===== config.mk =====
export PLATFORM = sky130hd
export DESIGN_NAME = uart_rx_core
export DESIGN_NICKNAME = d
export VERILOG_FILES = /design/src/rtl/uart_rx_pkg.sv /design/src/rtl/uart_rx_sync.sv /design/src/rtl/uart_rx_fsm.sv /design/src/rtl/uart_rx_flags.sv /design/src/rtl/uart_rx_core.sv
export SDC_FILE = /design/constraint.sdc
export NUM_CORES = 1
export LEC_CHECK = 0
export BUFFER_PORTS_ARGS = -buffer_cell sky130_fd_sc_hd__buf_4
export CAP_MARGIN = 20
export CORE_ASPECT_RATIO = 1.75
export CORE_UTILIZATION = 45
export CTS_BUF_LIST = sky130_fd_sc_hd__clkbuf_4 sky130_fd_sc_hd__clkbuf_8 sky130_fd_sc_hd__clkbuf_16
export CTS_CLUSTER_DIAMETER = 60
export DETAILED_ROUTE_END_ITERATION = 16
export PLACE_DENSITY = 0.71
export SLEW_MARGIN = 20
export SYNTH_ARGS = -nofsm -noshare
export SYNTH_HDL_FRONTEND = slang
export SYNTH_HIERARCHICAL = 1
export SYNTH_SLANG_ARGS = --single-unit

===== constraint.sdc =====
create_clock -name clk -period 2.5 [get_ports clk]
set_clock_uncertainty 0.05 [all_clocks]
set_input_delay 0.5 -clock clk [delete_from_list [all_inputs] [get_ports clk]]
set_output_delay 0.5 -clock clk [all_outputs]
set_load 0.02 [all_outputs]

===== src/rtl/uart_rx_pkg.sv =====
package uart_rx_pkg;

    typedef enum logic [2:0] {
        ST_IDLE  = 3'd0,
        ST_START = 3'd1,
        ST_DATA  = 3'd2,
        ST_PAR   = 3'd3,
        ST_STOP  = 3'd4
    } rx_state_e;

    typedef struct packed {
        logic full;
        logic frame_err;
        logic parity_err;
        logic overrun;
    } rx_flags_t;

endpackage


===== src/rtl/uart_rx_sync.sv =====
module uart_rx_sync #(
    parameter int STAGES = 2
) (
    input  logic clk,
    input  logic rst_n,
    input  logic din,
    output logic dout
);
    logic [STAGES-1:0] chain_d, chain_q;

    generate
        if (STAGES == 1) begin : g_single
            always_comb chain_d = din;
        end else begin : g_multi
            always_comb chain_d = {chain_q[STAGES-2:0], din};
        end
    endgenerate

    always_ff @(posedge clk or negedge rst_n) begin
        if (!rst_n) chain_q <= '1;
        else        chain_q <= chain_d;
    end

    assign dout = chain_q[STAGES-1];
endmodule


===== src/rtl/uart_rx_fsm.sv =====
module uart_rx_fsm
    import uart_rx_pkg::*;
#(
    parameter int DATA_W     = 8,
    parameter int OVERSAMPLE = 16
) (
    input  logic              clk,
    input  logic              rst_n,
    input  logic              tick,
    input  logic              rx_en,
    input  logic              par_en,
    input  logic              par_odd,
    input  logic              rxd,
    output logic              done_o,
    output logic [DATA_W-1:0] data_o,
    output logic              stop_bad_o,
    output logic              par_bad_o,
    output rx_state_e         state_o
);
    localparam int CNT_W = $clog2(OVERSAMPLE);
    localparam int BIT_W = (DATA_W > 1) ? $clog2(DATA_W) : 1;
    localparam logic [CNT_W-1:0] MID_CNT  = CNT_W'(OVERSAMPLE / 2 - 1);
    localparam logic [CNT_W-1:0] LAST_CNT = CNT_W'(OVERSAMPLE - 1);
    localparam logic [BIT_W-1:0] LAST_BIT = BIT_W'(DATA_W - 1);

    typedef struct packed {
        rx_state_e         state;
        logic [CNT_W-1:0]  cnt;
        logic [BIT_W-1:0]  bitn;
        logic [DATA_W-1:0] shift;
        logic              par_acc;
        logic              use_par;
    } fsm_t;

    fsm_t d, q;
    logic done_c, stop_bad_c, par_bad_c;

    always_comb begin
        d          = q;
        done_c     = 1'b0;
        stop_bad_c = 1'b0;
        par_bad_c  = 1'b0;
        if (!rx_en) begin
            d.state = ST_IDLE;
            d.cnt   = '0;
        end else if (tick) begin
            unique case (q.state)
                ST_IDLE: begin
                    if (!rxd) begin
                        d.state = ST_START;
                        d.cnt   = '0;
                    end
                end
                ST_START: begin
                    if (q.cnt == MID_CNT) begin
                        d.cnt = '0;
                        if (rxd) begin
                            d.state = ST_IDLE;
                        end else begin
                            d.state   = ST_DATA;
                            d.bitn    = '0;
                            d.par_acc = 1'b0;
                        end
                    end else begin
                        d.cnt = q.cnt + 1'b1;
                    end
                end
                ST_DATA: begin
                    if (q.cnt == LAST_CNT) begin
                        d.cnt     = '0;
                        d.shift   = {rxd, q.shift[DATA_W-1:1]};
                        d.par_acc = q.par_acc ^ rxd;
                        if (q.bitn == LAST_BIT) begin
                            d.use_par = par_en;
                            d.state   = par_en ? ST_PAR : ST_STOP;
                        end else begin
                            d.bitn = q.bitn + 1'b1;
                        end
                    end else begin
                        d.cnt = q.cnt + 1'b1;
                    end
                end
                ST_PAR: begin
                    if (q.cnt == LAST_CNT) begin
                        d.cnt     = '0;
                        d.par_acc = q.par_acc ^ rxd;
                        d.state   = ST_STOP;
                    end else begin
                        d.cnt = q.cnt + 1'b1;
                    end
                end
                ST_STOP: begin
                    if (q.cnt == LAST_CNT) begin
                        d.cnt      = '0;
                        d.state    = ST_IDLE;
                        done_c     = 1'b1;
                        stop_bad_c = ~rxd;
                        par_bad_c  = q.use_par & (q.par_acc != par_odd);
                    end else begin
                        d.cnt = q.cnt + 1'b1;
                    end
                end
                default: d.state = ST_IDLE;
            endcase
        end
    end

    always_ff @(posedge clk or negedge rst_n) begin
        if (!rst_n) begin
            q.state   <= ST_IDLE;
            q.cnt     <= '0;
            q.bitn    <= '0;
            q.shift   <= '0;
            q.par_acc <= 1'b0;
            q.use_par <= 1'b0;
        end else begin
            q <= d;
        end
    end

    assign done_o     = done_c;
    assign data_o     = q.shift;
    assign stop_bad_o = stop_bad_c;
    assign par_bad_o  = par_bad_c;
    assign state_o    = q.state;
endmodule


===== src/rtl/uart_rx_flags.sv =====
module uart_rx_flags
    import uart_rx_pkg::*;
#(
    parameter int DATA_W = 8
) (
    input  logic              clk,
    input  logic              rst_n,
    input  logic              done,
    input  logic [DATA_W-1:0] data,
    input  logic              stop_bad,
    input  logic              par_bad,
    input  logic              clr_full,
    input  logic              clr_frame,
    input  logic              clr_parity,
    input  logic              clr_overrun,
    output logic [DATA_W-1:0] data_o,
    output rx_flags_t         flags_o
);
    typedef struct packed {
        logic [DATA_W-1:0] data;
        rx_flags_t         fl;
    } hold_t;

    hold_t d, q;

    always_comb begin
        d = q;
        if (clr_full)    d.fl.full       = 1'b0;
        if (clr_frame)   d.fl.frame_err  = 1'b0;
        if (clr_parity)  d.fl.parity_err = 1'b0;
        if (clr_overrun) d.fl.overrun    = 1'b0;
        if (done) begin
            if (q.fl.full && !clr_full) begin
                d.fl.overrun = 1'b1;
            end else begin
                d.data    = data;
                d.fl.full = 1'b1;
                if (stop_bad) d.fl.frame_err  = 1'b1;
                if (par_bad)  d.fl.parity_err = 1'b1;
            end
        end
    end

    always_ff @(posedge clk or negedge rst_n) begin
        if (!rst_n) q <= '0;
        else        q <= d;
    end

    assign data_o  = q.data;
    assign flags_o = q.fl;
endmodule


===== src/rtl/uart_rx_core.sv =====
module uart_rx_core
    import uart_rx_pkg::*;
#(
    parameter int DATA_W      = 8,
    parameter int OVERSAMPLE  = 16,
    parameter int SYNC_STAGES = 2
) (
    input  logic              clk,
    input  logic              rst_n,
    input  logic              rxd_i,
    input  logic              tick_i,
    input  logic              rx_en_i,
    input  logic              par_en_i,
    input  logic              par_odd_i,
    input  logic              clr_full_i,
    input  logic              clr_frame_i,
    input  logic              clr_parity_i,
    input  logic              clr_overrun_i,
    output logic [DATA_W-1:0] rx_data_o,
    output logic              rx_full_o,
    output logic              frame_err_o,
    output logic              parity_err_o,
    output logic              overrun_o,
    output logic              line_level_o
);
    logic              rxd_s;
    logic              fr_done;
    logic [DATA_W-1:0] fr_data;
    logic              fr_stop_bad;
    logic              fr_par_bad;
    rx_state_e         fr_state;
    rx_flags_t         flags;

    uart_rx_sync #(.STAGES(SYNC_STAGES)) u_sync (
        .clk  (clk),
        .rst_n(rst_n),
        .din  (rxd_i),
        .dout (rxd_s)
    );

    uart_rx_fsm #(.DATA_W(DATA_W), .OVERSAMPLE(OVERSAMPLE)) u_fsm (
        .clk       (clk),
        .rst_n     (rst_n),
        .tick      (tick_i),
        .rx_en     (rx_en_i),
        .par_en    (par_en_i),
        .par_odd   (par_odd_i),
        .rxd       (rxd_s),
        .done_o    (fr_done),
        .data_o    (fr_data),
        .stop_bad_o(fr_stop_bad),
        .par_bad_o (fr_par_bad),
        .state_o   (fr_state)
    );

    uart_rx_flags #(.DATA_W(DATA_W)) u_flags (
        .clk        (clk),
        .rst_n      (rst_n),
        .done       (fr_done),
        .data       (fr_data),
        .stop_bad   (fr_stop_bad),
        .par_bad    (fr_par_bad),
        .clr_full   (clr_full_i),
        .clr_frame  (clr_frame_i),
        .clr_parity (clr_parity_i),
        .clr_overrun(clr_overrun_i),
        .data_o     (rx_data_o),
        .flags_o    (flags)
    );

    assign rx_full_o    = flags.full;
    assign frame_err_o  = flags.frame_err;
    assign parity_err_o = flags.parity_err;
    assign overrun_o    = flags.overrun;
    assign line_level_o = rxd_s;
endmodule


==> flow_summary.ini <==
[outcome]
status = completed

[floorplanning]
start_util_pct = 48.04
io_pins = 24
core_um2 = 3665
dieArea_um2 = 4176
die_x_um = 49.28
num_rows = 29
dieHeight_um = 84.74

[global_routing]
busiest_layer = met2
grtUsageMet3_pct = 4.891
grtUsageMet1_pct = 18.97
grt_pass1_wl_um = 5685
grt_start_max_net_pins = 35
gr-usage-met2_pct = 31.13
grt_overflow_total = 0
grt_util_all_layers_pct = 18.15
grt_pass1_vias = 1268
antenna_found_initial = 0

[cells_and_area]
final-seq-area_um2 = 853.3
num-nets-final = 185
diodes = 0
layout.cells.most_common_list = dfrtp_1 (32), buf_4 (23), nand2_1 (15)
syn_to_final_growth_pct = 13.58
finish.utilization_pct = 54.56
drive_gt1_share_pct = 34.30
num-fill-cells = 322
final_common_cell = dfrtp_1
multi_input_area_um2 = 783.3

[cts]
cts_setup_buffers = 0
htreeDepth = 2
clk_latency_ns = 0.29
cts.sinks = 34
postCtsResizedCells = 0
clk_pin_slew_ns = 0.07
clock-root-buffer = clkbuf_8
ctsHoldBuffers = 0
clk_path_buf_depth = 2
numCtsBuffers = 5
cts_tree = built

[yosys]
yosys_warnings = 6
syn_nets = 169
syn_area_um2 = 1760
synth_area_per_cell_um2 = 11.36
syn_inst = 155

[timing]
setup_slack_ns = 0.5529
tns_ns = 0
fmax_mhz = 513.6
hold_slack_ns = 0.09442
slew_headroom_pct = 62.26
hold_violations = 0
period_share_pct = 77.88
slew_viol_final = 0
finalCriticalPeriod_ns = 1.947
tightest_slew_ns = 0.5582
rsz0062_at_grt = false
setup_viol_count_final = 0

[power]
cellPowerDensity_nw_per_um2 = 523.7
finalPower_w = 0.001047
ir_drop_mv = 0.4732
leakage_nw = 0.9786

[setup_path]
worstSetupPathType = register to register
cp_max_fo = 8
cp-start-kind = register
cp-end-kind = register
crit_slowest_cell = dfrtp_1
slowest_delay_ns = 0.39
cp.arrival_ns = 2.07
crit_chain = ha_1 -> nand3_2 -> nor4_1 -> nand2_1 -> inv_1 -> nand2_4 -> mux2_4
crit_required_ns = 2.62
reg2regPathDepth = 7

[placed_design]
post-place-ws_ns = 0.5697
gp_congestion = 0.8606
portBuffers = 23
hpwl_um = 2364

[drt]
drtIter0Drc = 23
num_vias = 1222
vias_per_cell = 5.606
drt_pass1_iterations = 4
drc = 0
antenna_left = 0
detail_route.wirelength_um = 3223
wl_per_cell_um = 14.78

[worst_hold_path]
hold_path.class = input pin to asynchronous set/reset pin

[run]
cap_violations = 0
[critical path, delay by kind of cell, from the launching register on]
kind,cells,cell delay (ns)
DFF,1,0.39
buffers and inverters,1,0.18
adders and majority gates,1,0.27
and+or+nand+nor,4,0.63
muxes,1,0.32
[per-layer routing]
metal,wire length [um],up-vias
li1,-,569
met1,1226,601
met2,1732,37
met3,134,15
met4,129,0
met5,0,-
[cell type report]
| type | instances | area share (%) |
|---|---|---|
| clock inverter | 1 | 0.2503 |
| clock buffer | 7 | 4.506 |
| inverter | 10 | 1.877 |
| sequential | 34 | 42.68 |
| timing repair buffer | 23 | 8.636 |
| multi-input combinational | 97 | 39.17 |
| tap | 46 | 2.879 |
[power by group]
group          leakage [nW]  switching [W]  internal [W]  total (W)
Combinational         0.466      0.0000322     0.0000245  0.0000567
Clock                0.0517       0.000194      0.000233   0.000426
Sequential            0.461     0.00000820      0.000556   0.000564
Total                 0.979       0.000234      0.000813    0.00105
[per-stage QoR]
step | cell area (um^2) | cells
2_1_floorplan | 1760 | 155
3_3_place_gp | 1904 | 210
3_5_place_dp | 1904 | 210
4_1_cts | 1999 | 218
5_1_grt | 1999 | 218
6_report | 1999 | 218
[final timing paths]
path                                      endpoint               from  slack, ns
min in group clk                 u_sync/chain_q[0]              rxd_i       0.27
worst min register to register   u_sync/chain_q[1]  u_sync/chain_q[0]       0.30
worst max-delay path             u_flags/data_o[6]        u_fsm/q[13]       0.55
worst min-delay path            u_flags/flags_o[1]              rst_n       0.09
worst max register to register   u_flags/data_o[6]        u_fsm/q[13]       0.55
max in group asynchronous        u_sync/chain_q[0]              rst_n       1.97
[flip-flops by register name (all words and copies together) (netlist names)]
signal and cells:
u_flags/flags_o 4, u_sync/chain_q 2, u_fsm/q 9, u_fsm/data_o 8, u_fsm/state_o 3, u_flags/data_o 8
No activity file was read; power rests on OpenSTA's default activity.
